$ cat src/rtl/uafc_pkg.sv
// Shared types and decode helpers for the UART flow controller.
// Assumes a control register of exactly eight bits with the field
// order below; bit positions are software-visible and must not move.
package uafc_pkg;

    // Control register fields, MSB first
    typedef struct packed {
        logic       cts_inv;   // bit 7
        logic       rts_inv;   // bit 6
        logic [1:0] rts_thr;   // bits 5:4
        logic       auto_cts;  // bit 3
        logic       auto_rts;  // bit 2
        logic       tx_en;     // bit 1
        logic       rx_en;     // bit 0
    } ctrl_t;

    localparam logic [7:0] CTRL_RESET = 8'h03;

    // Map the 2-bit threshold code to a free-slot count (not monotonic)
    function automatic logic [2:0] thr_slots(input logic [1:0] code);
        case (code)
            2'd0:    return 3'd3;
            2'd1:    return 3'd2;
            2'd2:    return 3'd1;
            default: return 3'd4;
        endcase
    endfunction

endpackage

$ cat src/rtl/uafc_ctrl_reg.sv
// Control register for the flow controller.
// Holds the 8-bit configuration word; a write is accepted on the
// clock edge where wr_en is high. Assumes a synchronous active-low reset.
module uafc_ctrl_reg
    import uafc_pkg::*;
(
    input  logic       clk,
    input  logic       rst_n,
    input  logic       wr_en,
    input  logic [7:0] wr_data,
    output ctrl_t      ctrl_q
);

    // Load the register on reset or on a write
    always_ff @(posedge clk) begin
        if (!rst_n) begin
            ctrl_q <= ctrl_t'(CTRL_RESET);
        end else if (wr_en) begin
            ctrl_q <= ctrl_t'(wr_data);
        end
    end

endmodule

$ cat src/rtl/uafc_cts_sync.sv
// Multi-flop synchronizer for the asynchronous CTS line.
// STAGES flops in series; output is the last stage. Assumes STAGES >= 2
// and a synchronous active-low reset to RESET_VAL.
module uafc_cts_sync #(
    parameter int   STAGES    = 2,
    parameter logic RESET_VAL = 1'b0
) (
    input  logic clk,
    input  logic rst_n,
    input  logic async_in,
    output logic sync_out
);

    logic [STAGES-1:0] chain_q;

    // First stage captures the raw line
    always_ff @(posedge clk) begin
        if (!rst_n) chain_q[0] <= RESET_VAL;
        else        chain_q[0] <= async_in;
    end

    // Remaining stages shift the value along
    for (genvar g = 1; g < STAGES; g++) begin : g_stage
        always_ff @(posedge clk) begin
            if (!rst_n) chain_q[g] <= RESET_VAL;
            else        chain_q[g] <= chain_q[g-1];
        end
    end

    assign sync_out = chain_q[STAGES-1];

endmodule

$ cat src/rtl/uafc_rts_gen.sv
// RTS generator: picks between the software bit and the fill-level
// threshold compare, applies polarity in automatic mode, forces the
// not-ready level when the receiver is disabled, and registers the pin.
// Assumes rx_level never exceeds FIFO_DEPTH (larger values read as full).
module uafc_rts_gen
    import uafc_pkg::*;
#(
    parameter  int FIFO_DEPTH = 8,
    parameter  int LVL_W      = $clog2(FIFO_DEPTH + 1)
) (
    input  logic             clk,
    input  logic             rst_n,
    input  ctrl_t            ctrl,
    input  logic [LVL_W-1:0] rx_level,
    input  logic             sw_rts,
    output logic             rts_q
);

    localparam logic [LVL_W-1:0] DEPTH_V = LVL_W'(FIFO_DEPTH);

    logic [LVL_W-1:0] free_slots;
    logic [LVL_W-1:0] thr_v;
    logic             auto_ready;
    logic             rts_d;

    // Free receive slots, saturating at zero
    always_comb begin
        if (rx_level >= DEPTH_V) free_slots = '0;
        else                     free_slots = DEPTH_V - rx_level;
    end

    // Threshold compare: ready while strictly more slots than threshold
    always_comb begin
        thr_v      = LVL_W'(thr_slots(ctrl.rts_thr));
        auto_ready = (free_slots > thr_v);
    end

    // Select the next pin level by mode and receiver enable
    always_comb begin
        if (ctrl.auto_rts) begin
            rts_d = (ctrl.rx_en ? auto_ready : 1'b0) ^ ctrl.rts_inv;
        end else begin
            rts_d = ctrl.rx_en & sw_rts;
        end
    end

    // Register the pin so it never glitches
    always_ff @(posedge clk) begin
        if (!rst_n) rts_q <= 1'b0;
        else        rts_q <= rts_d;
    end

endmodule

$ cat src/rtl/uart_flow_ctrl.sv
// UART automatic RTS/CTS flow controller (top).
// Combines the control register, the CTS synchronizer and the RTS
// generator, and forms the transmit permit. The transmitter is assumed
// to sample tx_permit only when starting a new character.
module uart_flow_ctrl
    import uafc_pkg::*;
#(
    parameter  int FIFO_DEPTH  = 8,
    parameter  int SYNC_STAGES = 2,
    localparam int LVL_W       = $clog2(FIFO_DEPTH + 1)
) (
    input  logic             clk,
    input  logic             rst_n,
    input  logic             reg_wr_en,
    input  logic [7:0]       reg_wr_data,
    output logic [7:0]       reg_rd_data,
    input  logic [LVL_W-1:0] rx_level,
    input  logic             sw_rts,
    input  logic             cts_in,
    output logic             rts_out,
    output logic             tx_permit,
    output logic             rx_enable,
    output logic             tx_enable
);

    ctrl_t ctrl;
    logic  cts_s;

    uafc_ctrl_reg u_reg (
        .clk     (clk),
        .rst_n   (rst_n),
        .wr_en   (reg_wr_en),
        .wr_data (reg_wr_data),
        .ctrl_q  (ctrl)
    );

    uafc_cts_sync #(.STAGES(SYNC_STAGES), .RESET_VAL(1'b0)) u_sync (
        .clk      (clk),
        .rst_n    (rst_n),
        .async_in (cts_in),
        .sync_out (cts_s)
    );

    uafc_rts_gen #(.FIFO_DEPTH(FIFO_DEPTH), .LVL_W(LVL_W)) u_rts (
        .clk      (clk),
        .rst_n    (rst_n),
        .ctrl     (ctrl),
        .rx_level (rx_level),
        .sw_rts   (sw_rts),
        .rts_q    (rts_out)
    );

    // Transmit permit: enable gated by effective CTS in automatic mode
    always_comb begin
        tx_permit = ctrl.tx_en & (~ctrl.auto_cts | (cts_s ^ ctrl.cts_inv));
    end

    assign reg_rd_data = ctrl;
    assign rx_enable   = ctrl.rx_en;
    assign tx_enable   = ctrl.tx_en;

endmodule

$ cat config.mk
export PLATFORM = sky130hd
export DESIGN_NAME = uart_flow_ctrl
export DESIGN_NICKNAME = d
export VERILOG_FILES = /design/src/rtl/uafc_pkg.sv /design/src/rtl/uafc_ctrl_reg.sv /design/src/rtl/uafc_cts_sync.sv /design/src/rtl/uafc_rts_gen.sv /design/src/rtl/uart_flow_ctrl.sv
export SDC_FILE = /design/constraint.sdc
export NUM_CORES = 1
export LEC_CHECK = 0
export ABC_AREA = 1
export BUFFER_PORTS_ARGS = -buffer_cell sky130_fd_sc_hd__buf_2
export CAP_MARGIN = 20
export CORE_UTILIZATION = 43
export DETAILED_ROUTE_END_ITERATION = 8
export HOLD_SLACK_MARGIN = 0.1
export PLACE_DENSITY = 0.73
export SKIP_LAST_GASP = 1
export SLEW_MARGIN = 30
export SYNTH_ARGS = -nofsm -noshare
export SYNTH_HDL_FRONTEND = slang
export SYNTH_SLANG_ARGS = --single-unit
$ cat constraint.sdc
create_clock -name clk -period 1.9 [get_ports clk]
set_input_delay 0.19 -clock clk [delete_from_list [all_inputs] [get_ports clk]]
set_output_delay 0.19 -clock clk [all_outputs]
set_load 0.02 [all_outputs]
======== Word-level counts from Yosys, hierarchy flattened ========
Cells that the tools add are included.
storage, ports and cells
  flip-flop bits (word level) ............. 11
  latch bits .............................. 0
  bits in writable memories ............... 0
  ROM bits ................................ 0
  bits of input ports ..................... 17
  output and inout port bits .............. 12
  word-level logic and storage cells ...... 26
  memories kept ........................... 0
operators by class
  add/sub/neg operators ................... 1
  $mul .................................... 0
  div/mod/pow operators ................... 0
  order comparisons ....................... 2
  equal/unequal tests ..................... 2
  shift-type cells ........................ 0
  mux-type cells .......................... 4
  bitwise operators ....................... 6
  reductions and logical operators ........ 1
operators by type and width
  operator                                                  number
  case mux 3 bit (3 select lines)                           1
  greater-or-equal comparator 4 bit, second input constant  1
  greater-than comparator 4 x 3 -> 1 bit                    1
  two-way mux 4 bit                                         1
  subtractor 4 bit, first input constant                    1
  bitwise AND 1 bit                                         2
  == test 2 x 1 -> 1 bit, second input constant             1
  == test 2 bit, second input constant                      1
  logical NOT 2 bit                                         1
  two-way mux 1 bit                                         2
  bitwise XOR 1 bit                                         2
  NOT 1 bit                                                 1
  OR 1 bit                                                  1

======== Depth between registers and ports, before layout ========
  depth after elaboration ................. 6
  depth in mapped cells ................... 13

======== Modules after synthesis ========
A second synthesis with hierarchy kept.
second synthesis, totals
  cells, all modules ...................... 97
  area, all modules ....................... 648.1 µm²
by module, submodules not included
  module          times used  cells each  area each (µm²)
  uafc_ctrl_reg   1           47          317.8
  uafc_rts_gen    1           35          232.7
  uafc_cts_sync   1           6           55.1
  uart_flow_ctrl  1           9           42.5

======== Least setup slack after synthesis ========
OpenSTA, ideal clock, no wires.
  path kind ............................... in2reg
  start point ............................. in rx_level[0]
  end point ............................... reg u_rts.rts_q
  setup time .............................. 0.066 ns
  arrival ................................. 1.351 ns
  required time ........................... 1.834 ns
  setup slack ............................. 0.483 ns
  cell stages on the path ................. 13
  path buffers ............................ 0
  path through ............................ inv_1 -> ha_1 -> inv_1 -> nor2_1 -> ha_1 -> nand2_1 -> nand2_1 -> nand3_1 -> nand2_1 -> nand3_1 -> nand2_1 -> nand3_2 -> a21oi_2
between the ends
  cells in the longest elaborated chain, start to end .. 6
ends and longest elaborated chain
  item                                                                   RTL line                                source
  start, declared                                                        uart_flow_ctrl.sv:17                    input logic [LVL_W-1:0] rx_level,
  subtractor 4 bit or greater-or-equal comparator 4 bit (tied branches)  uafc_rts_gen.sv:29, uafc_rts_gen.sv:28
  two-way mux 4 bit (*)                                                  uafc_rts_gen.sv:28                      if (rx_level >= DEPTH_V) free_slots = '0;
  greater-than comparator 4 x 3 -> 1 bit (*)                             uafc_rts_gen.sv:35                      auto_ready = (free_slots > thr_v);
  two-way mux 1 bit (*)                                                  uafc_rts_gen.sv:41                      rts_d = (ctrl.rx_en ? auto_ready : 1'b0) ^ ctrl.rts_inv;
  bitwise XOR 1 bit (*)                                                  uafc_rts_gen.sv:41
  two-way mux 1 bit (*)                                                  uafc_rts_gen.sv:40                      if (ctrl.auto_rts) begin
  end signal, assigned                                                   uafc_rts_gen.sv:50                      else rts_q <= rts_d;
  end, declared                                                          uafc_rts_gen.sv:16                      output logic rts_q
Every way passes the cells marked *; elsewhere a longest branch is shown, timed or not.
A chain may end at the register's enable or synchronous reset.

======== Final worst setup path ========
Ends and elaborated chain as after synthesis.

==> results.md <==
* Core Rows at 12
* P_leak at 0.413 nW
* Synth cell types at 21
* Starting Density at 0.493
* Final wirelength at 1160 µm
* Pwr Density at 722 nW/µm²
* Cells after Synth at 81
* Status: finished clean
* WP data required at 2100 ps
* Unrepaired setup endpoints after global routing: false
* Fillers at 102
* Die X at 38.9 µm
* Share of cells above drive strength 1 at 0.349
* Dpl hpwl at 926 µm
* H-tree depth at 1
* DRC viols at 0
* Final ANT Viol Nets at 0
* I/O pin count at 29
* VDD IR max at 0.471 mV
* Setup Fix Bufs, Post-CTS at 0
* Setup CP Type: input pin to register
* CTS clock-pin slew for the worst setup and hold paths at 70 ps
* Seq cells post-synth at 11
* Critical path launch point type: input pin
* Nets at 131
* Post-Syn Area at 584 µm²
* Critical path fanouts, max at 2
* Initial antenna violation count at 0
* Die Ht at 38.9 µm
* Hold depth at 3
* Nature of the critical path endpoint: register
* Fmax at 738 MHz
* Core area at 1190 µm²
* Period utilisation layout at 0.714
* Post-Syn Nets at 102
* Root buffer cell: clkbuf_4
* Pin count of the biggest net entering global routing at 12
* Num CTS Buffers at 3
* Synthesized area per cell at 7.21 µm²
* Length in cells of the worst reg-to-reg path at 8
* Post-CTS Resized at 0
* # setup viols final at 0
* Post-DR wirelength/cell at 9.43 µm
* Final hold vios at 0
* Seq/Total Area, Yosys at 0.377
* Max Cap Viol at 0
* Area growth syn-to-layout at 28.5%
* Min Tclk post-route at 1360 ps
* Via-to-Cell Ratio at 4.67
* Worst hold path class: input pin to register
* Placement Setup Slack at 260 ps
* CTS Sinks at 11
* Gr usage total at 0.177
* I/O Buffers at 28
* Worst Max-Slew Pin Slew at 181 ps
* Antenna Cells at 0
* TritonCTS clock tree: done
* Clock Skews at 1.56 ps
* WP data arrival at 1560 ps
* Yosys warnings at 0
* Clock Latency Late Sink at 260 ps
* Cts hold-fix bufs at 0
* Detailed Route Iter0 Violations at 4
* Start point of the critical path: rx_level[0]
* Drt first pass iters at 3
* Grt ovf at 0
* R2R Path Start: u_reg.ctrl_q[5]$_SDFFE_PN0P_
* Final setup margin at 544 ps
* CTS Buffer Depth at 2
* Setup TNS at 0 ps
* First-pass GRT wire length at 1770 µm
* Hold Crit Start: reg_wr_data[1]
* Slew Limit Fails at 0
* Vias at 574
* Slew HR at 0.878
* Die area at 1510 µm²
* Vias in the first global route at 465
* Gpl congestion at 0.736
cell usage after synthesis:
master / number / area share
nor2_1: 8 / 0.051
nor2_2: 2 / 0.021
a21oi_2: 1 / 0.015
nand2_1: 14 / 0.090
dfxtp_1: 11 / 0.38
o21ai_1: 3 / 0.026
nand3_1: 5 / 0.043
nand3b_1: 2 / 0.026
nand2_2: 1 / 0.011
inv_2: 2 / 0.013
nand4_1: 1 / 0.011
xor2_1: 1 / 0.015
buf_4: 2 / 0.026
or2_1: 2 / 0.021
o21ai_0: 3 / 0.026
a21oi_1: 4 / 0.034
clkbuf_1: 2 / 0.013
ha_1: 4 / 0.086
buf_2: 1 / 0.0086
inv_1: 11 / 0.071
nand3_2: 1 / 0.017
sequential cells by signal, summed over array words and instances (netlist names):
signal	cells
u_reg.ctrl_q	8
u_rts.rts_q	1
u_sync.chain_q	1
u_sync.sync_out	1
logic make-up (layout without fill, tap and decap cells):
logic type | Yosys count | count (layout) | synth area share
compound gates | 11 | 11 | 0.101
xor+xnor | 1 | 1 | 0.0150
fa+ha+maj | 4 | 4 | 0.0857
buf+inv | 18 | 46 | 0.131
flops | 11 | 11 | 0.377
simple gates | 36 | 36 | 0.291
layer usage:
metal / global-route usage / wire length, µm / share of wire / vias to the layer above
met5: 0 / 0 / 0 / -
met4: 0.0259 / 0 / 0 / 0
met3: 0.0867 / 61 / 0.053 / 0
met2: 0.300 / 542 / 0.47 / 19
met1: 0.202 / 556 / 0.48 / 248
li1: - / - / - / 307
per-stage QoR:
stage / power (W) / instances / util / instance area (µm²) / hold WS, ps
2_1_floorplan: 0.000349 / 81 / - / 584 / 283
3_3_place_gp: 0.000388 / 118 / 0.602 / 714 / 366
3_5_place_dp: 0.000392 / 118 / 0.602 / 714 / 380
4_1_cts: 0.000549 / 122 / 0.624 / 741 / 107
5_1_grt: 0.000581 / 123 / 0.633 / 751 / 148
6_report: 0.000542 / 123 / 0.633 / 751 / 133
critical path, cell delays in order:
cell and delay [ps]:
buf_2 100, inv_1 50, ha_1 280, inv_1 50
nor2_1 40, ha_1 280, nand2_1 50, nand2_1 60
nand3_1 60, nand2_1 70, nand3_1 70, nand2_1 80
nand3_2 60, a21oi_2 110
worst paths after layout:
| path | end | slack (ps) |
|---|---|---|
| setup reg to reg | u_rts.rts_q$_SDFF_PN0_ | 620 |
| setup / recovery | u_rts.rts_q$_SDFF_PN0_ | 540 |
| hold / removal | u_reg.ctrl_q[1]$_SDFFE_PN1P_ | 130 |
| hold reg to reg | u_sync.sync_out$_SDFF_PN0_ | 430 |
placed cells by master (no fill, tap or decap), drive strengths merged:
cell type / count
nand3: 6
ha: 4
nand2: 15
a21oi: 5
xor2: 1
dfxtp: 11
nand3b: 2
nand4: 1
inv: 13
dlygate4sd3: 1
clkbuf: 4
o21ai: 6
nor2: 10
or2: 2
buf: 28
where the power goes:
group          switching, W  internal [W]
Combinational     0.0000775     0.0000533
Sequential        0.0000107      0.000246
Clock             0.0000733     0.0000811
Total              0.000161      0.000381
cell type report:
class / count / area [µm²] / area share
clock buffer: 4 / 26.3 / 0.0350
inverter: 13 / 48.8 / 0.0650
multi-input combinational: 52 / 288 / 0.383
sequential: 11 / 220 / 0.293
tap: 14 / 17.5 / 0.0233
timing repair buffer: 29 / 150 / 0.200
(Power assumes the default switching activity.)
